[src/rtl/plc_pkg.sv]
// Shared types for the parity-protected load controller.
// Assumes: nothing beyond IEEE 1800-2017.
package plc_pkg;

    // Controller phases; order carries no meaning outside the FSM.
    typedef enum logic [2:0] {
        ST_IDLE,
        ST_LOOKUP,
        ST_INVAL,
        ST_REFILL,
        ST_REPLAY
    } plc_state_e;

endpackage

[src/rtl/plc_array.sv]
// Direct-mapped storage: valid bits, tags, data words and one even-parity
// bit per word. Parity is generated from the write data on every fill.
// Assumes: at most one write and one invalidate per cycle, never to the
// same line in the same cycle; the fault flip may coincide with a write.
module plc_array #(
    parameter int IDX_W  = 4,
    parameter int TAG_W  = 6,
    parameter int DATA_W = 32
) (
    input  logic              clk,
    input  logic              rst_n,
    input  logic [IDX_W-1:0]  rd_idx,
    output logic              rd_valid,
    output logic [TAG_W-1:0]  rd_tag,
    output logic [DATA_W-1:0] rd_data,
    output logic              rd_par,
    input  logic              wr_en,
    input  logic [IDX_W-1:0]  wr_idx,
    input  logic [TAG_W-1:0]  wr_tag,
    input  logic [DATA_W-1:0] wr_data,
    input  logic              inv_en,
    input  logic [IDX_W-1:0]  inv_idx,
    input  logic              flip_en,
    input  logic [IDX_W-1:0]  flip_idx
);
    localparam int LINES = 1 << IDX_W;
    localparam logic [DATA_W-1:0] FLIP_MASK = DATA_W'(1);

    logic [LINES-1:0]  vld_q;
    logic [DATA_W-1:0] data_w [LINES];
    logic [TAG_W-1:0]  tag_w  [LINES];
    logic              par_w  [LINES];

    // Valid bits: cleared on reset and invalidate, set on fill.
    always_ff @(posedge clk) begin
        if (!rst_n) begin
            vld_q <= '0;
        end else begin
            if (inv_en) vld_q[inv_idx] <= 1'b0;
            if (wr_en)  vld_q[wr_idx]  <= 1'b1;
        end
    end

    for (genvar g = 0; g < LINES; g++) begin : g_line
        logic              hit_wr;
        logic              hit_flip;
        logic [DATA_W-1:0] d_q;
        logic [TAG_W-1:0]  t_q;
        logic              p_q;

        assign hit_wr   = wr_en   && (wr_idx   == IDX_W'(g));
        assign hit_flip = flip_en && (flip_idx == IDX_W'(g));

        // Per-line word, tag and parity; fault flip applies after the fill.
        always_ff @(posedge clk) begin
            if (hit_wr) begin
                d_q <= wr_data ^ (hit_flip ? FLIP_MASK : '0);
                p_q <= ^wr_data;
                t_q <= wr_tag;
            end else if (hit_flip) begin
                d_q <= d_q ^ FLIP_MASK;
            end
        end

        assign data_w[g] = d_q;
        assign tag_w[g]  = t_q;
        assign par_w[g]  = p_q;
    end

    assign rd_valid = vld_q[rd_idx];
    assign rd_tag   = tag_w[rd_idx];
    assign rd_data  = data_w[rd_idx];
    assign rd_par   = par_w[rd_idx];

    // an invalidated line reads invalid after the edge.
    a_r4_inval_clears: assert property (@(posedge clk) disable iff (!rst_n)
        inv_en |=> !vld_q[$past(inv_idx)]);

    // an unflipped refill is stored with even overall parity.
    a_r5_fill_even: assert property (@(posedge clk) disable iff (!rst_n)
        (wr_en && !(flip_en && flip_idx == wr_idx))
        |=> ((^data_w[$past(wr_idx)]) ^ par_w[$past(wr_idx)]) == 1'b0);

endmodule

[src/rtl/plc_fsm.sv]
// Load sequencer: lookup, parity check, squash, invalidate, refill and
// replay, one load at a time. Keeps the mismatch count and fatal flag.
// Assumes: the array reads combinationally at rd_idx; the next level
// holds fill data and answers a held fill_req eventually.
module plc_fsm
    import plc_pkg::*;
#(
    parameter int ADDR_W = 10,
    parameter int IDX_W  = 4,
    parameter int DATA_W = 32,
    parameter int CNT_W  = 8
) (
    input  logic                    clk,
    input  logic                    rst_n,
    input  logic                    ld_valid,
    input  logic [ADDR_W-1:0]       ld_addr,
    output logic                    ld_ready,
    output logic                    resp_valid,
    output logic [DATA_W-1:0]       resp_data,
    output logic                    squash,
    output logic                    replay,
    output logic                    fill_req,
    output logic [ADDR_W-1:0]       fill_addr,
    input  logic                    fill_valid,
    input  logic [DATA_W-1:0]       fill_data,
    output logic [CNT_W-1:0]        err_count,
    output logic                    fatal_err,
    output logic [IDX_W-1:0]        rd_idx,
    input  logic                    rd_valid,
    input  logic [ADDR_W-IDX_W-1:0] rd_tag,
    input  logic [DATA_W-1:0]       rd_data,
    input  logic                    rd_par,
    output logic                    wr_en,
    output logic [ADDR_W-IDX_W-1:0] wr_tag,
    output logic [DATA_W-1:0]       wr_data,
    output logic                    inv_en
);
    localparam int TAG_W = ADDR_W - IDX_W;

    plc_state_e        state_q, state_d;
    logic [ADDR_W-1:0] addr_q;
    logic              retry_q;
    logic [CNT_W-1:0]  err_q;
    logic              fatal_q;
    logic              hit, par_ok, err_inc, fatal_set;

    assign rd_idx  = addr_q[IDX_W-1:0];
    assign hit     = rd_valid && (rd_tag == addr_q[ADDR_W-1:IDX_W]);
    assign par_ok  = ((^rd_data) ^ rd_par) == 1'b0;
    assign wr_tag  = TAG_W'(addr_q[ADDR_W-1:IDX_W]);
    assign wr_data = fill_data;

    assign ld_ready  = (state_q == ST_IDLE);
    assign replay    = (state_q == ST_REPLAY) && retry_q;
    assign resp_data = rd_data;
    assign fill_addr = addr_q;
    assign err_count = err_q;
    assign fatal_err = fatal_q;

    // Next phase and per-cycle strobes.
    always_comb begin
        state_d    = state_q;
        resp_valid = 1'b0;
        squash     = 1'b0;
        fill_req   = 1'b0;
        wr_en      = 1'b0;
        inv_en     = 1'b0;
        err_inc    = 1'b0;
        fatal_set  = 1'b0;
        case (state_q)
            ST_IDLE:   if (ld_valid) state_d = ST_LOOKUP;
            ST_LOOKUP: begin
                if (hit && par_ok) begin
                    resp_valid = 1'b1;
                    state_d    = ST_IDLE;
                end else if (hit) begin
                    squash  = 1'b1;
                    err_inc = 1'b1;
                    state_d = ST_INVAL;
                end else begin
                    state_d = ST_REFILL;
                end
            end
            ST_INVAL: begin
                inv_en  = 1'b1;
                state_d = ST_REFILL;
            end
            ST_REFILL: begin
                fill_req = 1'b1;
                if (fill_valid) begin
                    wr_en   = 1'b1;
                    state_d = ST_REPLAY;
                end
            end
            ST_REPLAY: begin
                if (par_ok) begin
                    resp_valid = 1'b1;
                end else begin
                    err_inc   = 1'b1;
                    fatal_set = 1'b1;
                end
                state_d = ST_IDLE;
            end
            default: state_d = ST_IDLE;
        endcase
    end

    // Phase, captured address, replay marker, counter and fatal flag.
    always_ff @(posedge clk) begin
        if (!rst_n) begin
            state_q <= ST_IDLE;
            addr_q  <= '0;
            retry_q <= 1'b0;
            err_q   <= '0;
            fatal_q <= 1'b0;
        end else begin
            state_q <= state_d;
            if (ld_valid && state_q == ST_IDLE) addr_q <= ld_addr;
            if (state_q == ST_LOOKUP) retry_q <= squash;
            if (err_inc) err_q <= err_q + CNT_W'(1);
            if (fatal_set) fatal_q <= 1'b1;
        end
    end

    // a taken load closes the door until it is finished.
    a_r1_one_in_flight: assert property (@(posedge clk) disable iff (!rst_n)
        (ld_valid && ld_ready) |=> !ld_ready);

    // a squashed load is not answered in the same cycle.
    a_r4_no_resp_on_squash: assert property (@(posedge clk) disable iff (!rst_n)
        squash |-> !resp_valid);

    // refill follows a squash after the invalidate cycle.
    a_r4_refill_after_squash: assert property (@(posedge clk) disable iff (!rst_n)
        squash |=> ##1 fill_req);

    // a pending fill keeps its request and address.
    a_r3_fill_hold: assert property (@(posedge clk) disable iff (!rst_n)
        (fill_req && !fill_valid) |=> (fill_req && $stable(fill_addr)));

    // each squash counts exactly one event.
    a_r7_count_step: assert property (@(posedge clk) disable iff (!rst_n)
        squash |=> (err_count == $past(err_count) + CNT_W'(1)));

    // an unanswered replay ends in the fatal flag.
    a_r8_replay_fail: assert property (@(posedge clk) disable iff (!rst_n)
        (replay && !resp_valid) |=> fatal_err);

    // the fatal flag is sticky.
    a_r8_fatal_sticky: assert property (@(posedge clk) disable iff (!rst_n)
        fatal_err |=> fatal_err);

endmodule

[src/rtl/parity_load_ctrl.sv]
// Top of the parity-protected load path: joins the storage array and the
// load sequencer. Stores are not handled here; the next level is trusted.
// Assumes: synchronous active-low reset held for at least one edge.
module parity_load_ctrl #(
    parameter int ADDR_W = 10,
    parameter int IDX_W  = 4,
    parameter int DATA_W = 32,
    parameter int CNT_W  = 8
) (
    input  logic              clk,
    input  logic              rst_n,
    input  logic              ld_valid,
    input  logic [ADDR_W-1:0] ld_addr,
    output logic              ld_ready,
    output logic              resp_valid,
    output logic [DATA_W-1:0] resp_data,
    output logic              squash,
    output logic              replay,
    output logic              fill_req,
    output logic [ADDR_W-1:0] fill_addr,
    input  logic              fill_valid,
    input  logic [DATA_W-1:0] fill_data,
    input  logic              fault_flip,
    input  logic [IDX_W-1:0]  fault_idx,
    output logic [CNT_W-1:0]  err_count,
    output logic              fatal_err
);
    localparam int TAG_W = ADDR_W - IDX_W;

    logic [IDX_W-1:0]  rd_idx;
    logic              rd_valid, rd_par, wr_en, inv_en;
    logic [TAG_W-1:0]  rd_tag, wr_tag;
    logic [DATA_W-1:0] rd_data, wr_data;

    plc_array #(.IDX_W(IDX_W), .TAG_W(TAG_W), .DATA_W(DATA_W)) u_array (
        .clk      (clk),
        .rst_n    (rst_n),
        .rd_idx   (rd_idx),
        .rd_valid (rd_valid),
        .rd_tag   (rd_tag),
        .rd_data  (rd_data),
        .rd_par   (rd_par),
        .wr_en    (wr_en),
        .wr_idx   (rd_idx),
        .wr_tag   (wr_tag),
        .wr_data  (wr_data),
        .inv_en   (inv_en),
        .inv_idx  (rd_idx),
        .flip_en  (fault_flip),
        .flip_idx (fault_idx)
    );

    plc_fsm #(.ADDR_W(ADDR_W), .IDX_W(IDX_W), .DATA_W(DATA_W), .CNT_W(CNT_W)) u_fsm (
        .clk        (clk),
        .rst_n      (rst_n),
        .ld_valid   (ld_valid),
        .ld_addr    (ld_addr),
        .ld_ready   (ld_ready),
        .resp_valid (resp_valid),
        .resp_data  (resp_data),
        .squash     (squash),
        .replay     (replay),
        .fill_req   (fill_req),
        .fill_addr  (fill_addr),
        .fill_valid (fill_valid),
        .fill_data  (fill_data),
        .err_count  (err_count),
        .fatal_err  (fatal_err),
        .rd_idx     (rd_idx),
        .rd_valid   (rd_valid),
        .rd_tag     (rd_tag),
        .rd_data    (rd_data),
        .rd_par     (rd_par),
        .wr_en      (wr_en),
        .wr_tag     (wr_tag),
        .wr_data    (wr_data),
        .inv_en     (inv_en)
    );

endmodule

[config.mk]
export PLATFORM = sky130hd
export DESIGN_NAME = parity_load_ctrl
export DESIGN_NICKNAME = d
export VERILOG_FILES = /design/src/rtl/plc_pkg.sv /design/src/rtl/plc_array.sv /design/src/rtl/plc_fsm.sv /design/src/rtl/parity_load_ctrl.sv
export SDC_FILE = /design/constraint.sdc
export NUM_CORES = 1
export LEC_CHECK = 0
export CAP_MARGIN = 20
export CORE_AREA = 4 4 222 224
export DETAILED_ROUTE_END_ITERATION = 8
export DIE_AREA = 0 0 226 228
export GPL_TIMING_DRIVEN = 1
export HOLD_SLACK_MARGIN = 0.15
export MAX_ROUTING_LAYER = met4
export PLACE_DENSITY = 0.82
export SETUP_SLACK_MARGIN = 0.2
export SLEW_MARGIN = 5
export SYNTH_ARGS = -nofsm -noshare
export SYNTH_HDL_FRONTEND = slang
export SYNTH_SLANG_ARGS = --single-unit
[constraint.sdc]
create_clock -name clk -period 11.3 [get_ports clk]
set_clock_uncertainty 0.1 [all_clocks]
set_input_delay 2.26 -clock clk [delete_from_list [all_inputs] [get_ports clk]]
set_output_delay 2.26 -clock clk [all_outputs]
set_load 0.02 [all_outputs]
==> results.cfg <==
[logic_synthesis]
synthAdderAreaFrac_pct = 0.04175
synth_xor_area_share_pct = 2.530
synth.avg_cell_area_sq_um = 15.27
synth_top_family_by_area = simple AND/OR/NAND/NOR gates
ys_top_cells_by_count = 624 x edfxtp_1, 501 x and3_1, 171 x clkbuf_1
synth-seq-cells = 663
synth_edf_count = 624
synth_nets = 2015
ys.flop_type = edfxtp_1
yosys.area.top_type = edfxtp_1
yosysSeqAreaShare_pct = 65.14
synth_cell_type_count = 45
synth_cells = 1963
yosys_warnings = 0
synthMuxAreaShare_pct = 12.80
yosys.area.top_type_share_pct = 62.53
synth_compound_area_share_pct = 3.148
async_reset_ff_share_pct = 0
synth.most_common_cell = edfxtp_1
ys_top_cells_by_area = edfxtp_1 63%, mux4_2 12%, and3_1 10%
synth_simple_gate_area_share_pct = 12.99
synth_area_sq_mm = 0.02997

[timing]
whs_ns = 0.3689
post-route-period-util_pct = 72.98
rsz0062_at_grt = false
clock.fmax_ghz = 0.1213
finalHoldViolations = 0
relSlewSlack_pct = 22.27
fin_tns_setup_ns = 0
setup_viol = 0
slew_violations = 0
min_period_ns = 8.247
worstMarginPinSlew_ns = 1.166

[clock_tree]
cts-hold-fix-buffers = 0
cts_tree = done
insertion_delay_ns = 0.60
postCtsSetupBuffers = 0
htree_num_levels = 3
cts.sinks = 663
cts-root-buf = clkbuf_16
cts_made_buffers = 68
clk_pin_slew_ns = 0.06
cts.path.max_buffers = 3
ctsResizeCount = 0

[drt]
vias_per_cell = 7.063
first_pass_iters = 7
drc = 0
drt-initial-drc-count = 2995
wl_per_cell_microns = 29.61
num_vias = 18610
drt-total-wl_mm = 77.98
ant_nets = 0

[placed_design]
place_inst = 2510
portBuffers = 106
dp_hpwl_mm = 39.52
place.gp.congestion = 0.8181

[power_and_ir_drop]
p_leak_nw = 11.20
power_density_mw_per_mm2 = 169.2
peakVddDrop_mv = 0.1777

[global_route]
grt_pass1_vias = 18410
antenna_found_initial = 1
grtUsageTotal_pct = 31.09
grt_max_degree = 125
grt_overflow = 0
grt_pass1_wl_mm = 116.3

[floorplan]
fp.dieArea_sq_mm = 0.05153
num_io_pins = 107
die_height_microns = 228
die-width_microns = 226
row_count = 80
start_util_pct = 63.29
core-area_sq_mm = 0.04735

[final_layout]
layout.cells.non_filler = 2634
drive_gt1_share_pct = 15.91
fillers = 2920
syn_to_final_growth_pct = 11.74
fin_nets = 2020

[critical_path]
crit_required_ns = 8.94
worstSetupPathType = reg -> out
cp-start-kind = flip-flop
reg2reg_from = u_fsm.fill_addr[0]
worstPathMaxFanout = 72
rrSetupSlack_ns = 6.21
timing.rr.end = u_fsm.err_count[5]
cp.arrival_ns = 5.89
worst_r2r_path_depth = 11
crit_path_end_kind = primary output

[status]
status = completed

[job]
cap_violations = 0

[worst_hold_path]
hold_depth = 2
whs_endpoint = u_fsm.fill_addr[3]
hold_start = u_fsm.fill_addr[3]
min_path_type = reg -> reg
## worst max-delay path, cell delays in order (launching register included)
cell and delay (ns):
dfxtp_4 0.92, buf_12 0.55, mux4_2 0.59, mux4_2 0.53, xnor2_1 0.16, xnor2_1 0.48
xnor2_1 0.20, xnor3_1 0.34, xnor2_1 0.50, nand3_1 0.20, inv_1 0.12, clkdlybuf4s50_1 0.62
## cell type report
type	instances	area [sq um]	share of cell area, %
sequential	663	19530	58.32
multi-input combinational	1071	9489	28.34
clock buffer	87	1899	5.672
timing repair buffer	144	1416	4.230
tap	615	769.5	2.298
clock inverter	33	300.3	0.8968
inverter	20	80.08	0.2392
antenna	1	2.502	0.007474
## through the flow
stage	total power, mW	util, %	worst slack (ns)	instance area (sq um)
after global placement	3.400	65.98	3.848	31240
after CTS	5.626	70.63	3.074	33440
after floorplan	3.197	-	5.396	29970
after global routing	5.818	70.72	2.780	33480
after detailed placement	3.421	65.98	3.764	31240
final	5.665	70.72	3.053	33480
## worst max-delay path by stage
stage	cells after the start	startpoint	slack, ns	to
after detailed placement	11	u_fsm.fill_addr[0]	3.76	squash
after CTS	11	u_fsm.fill_addr[0]	3.07	squash
final	11	u_fsm.fill_addr[0]	3.05	squash
after floorplan	12	u_fsm.fill_addr[1]	5.40	resp_valid
after global routing	11	u_fsm.fill_addr[0]	2.78	squash
after global placement	11	u_fsm.fill_addr[0]	3.85	squash
## metal layers
metal	part of all wire (%)	GRT usage (%)
met1	36	43.74
met2	48	46.34
met3	13	6.750
met4	3.4	10.15
met5	0	-
## cell families (layout without fill, tap and decap cells)
kind of cell	after synthesis	in the layout
and+or+nand+nor	671	671
DFF	663	663
buffers and inverters	229	284
muxes	168	168
AOI/OAI and AO/OA	146	146
xor gates and xnor gates	85	85
adders and majority gates	1	1
other	0	1
## power by group
group / internal, mW / switching, mW / leakage, nW / total (mW)
Sequential: 2.70 / 0.0254 / 4.85 / 2.72
Clock: 1.30 / 0.937 / 1.07 / 2.24
Combinational: 0.252 / 0.448 / 5.28 / 0.700
## cell usage in the layout (no fill, tap or decap), types with 5 or more instances in the layout
cell / netlist / routed
a22o_1: 7 / 7
o21ai_0: 21 / 21
nand2_1: 99 / 99
inv_2: 0 / 12
nand3_1: 10 / 10
mux4_2: 154 / 154
clkdlybuf4s50_1: 0 / 106
nor2_1: 25 / 24
clkinv_2: 0 / 16
clkinv_1: 1 / 10
and3_1: 501 / 498
buf_4: 1 / 33
edfxtp_1: 624 / 624
xnor2_1: 69 / 69
dfxtp_1: 39 / 37
a22oi_1: 50 / 50
a21oi_1: 51 / 51
bufinv_16: 0 / 5
a221oi_1: 7 / 7
nor2b_1: 7 / 5
xor2_1: 15 / 15
clkbuf_16: 0 / 73
o31ai_1: 5 / 5
clkbuf_1: 171 / 12
mux4_1: 14 / 14
nand2b_1: 5 / 5
## sequential cells by signal (all words and copies together) (netlist names)
signal / count
u_array.g_line.d_q: 512
u_array.g_line.p_q: 16
u_array.g_line.t_q: 96
u_array.vld_q: 16
u_fsm.err_count: 8
u_fsm.fatal_err: 1
u_fsm.fill_addr: 10
u_fsm.retry_q: 1
u_fsm.state_q: 3
Power figures use the tool's default switching activity.
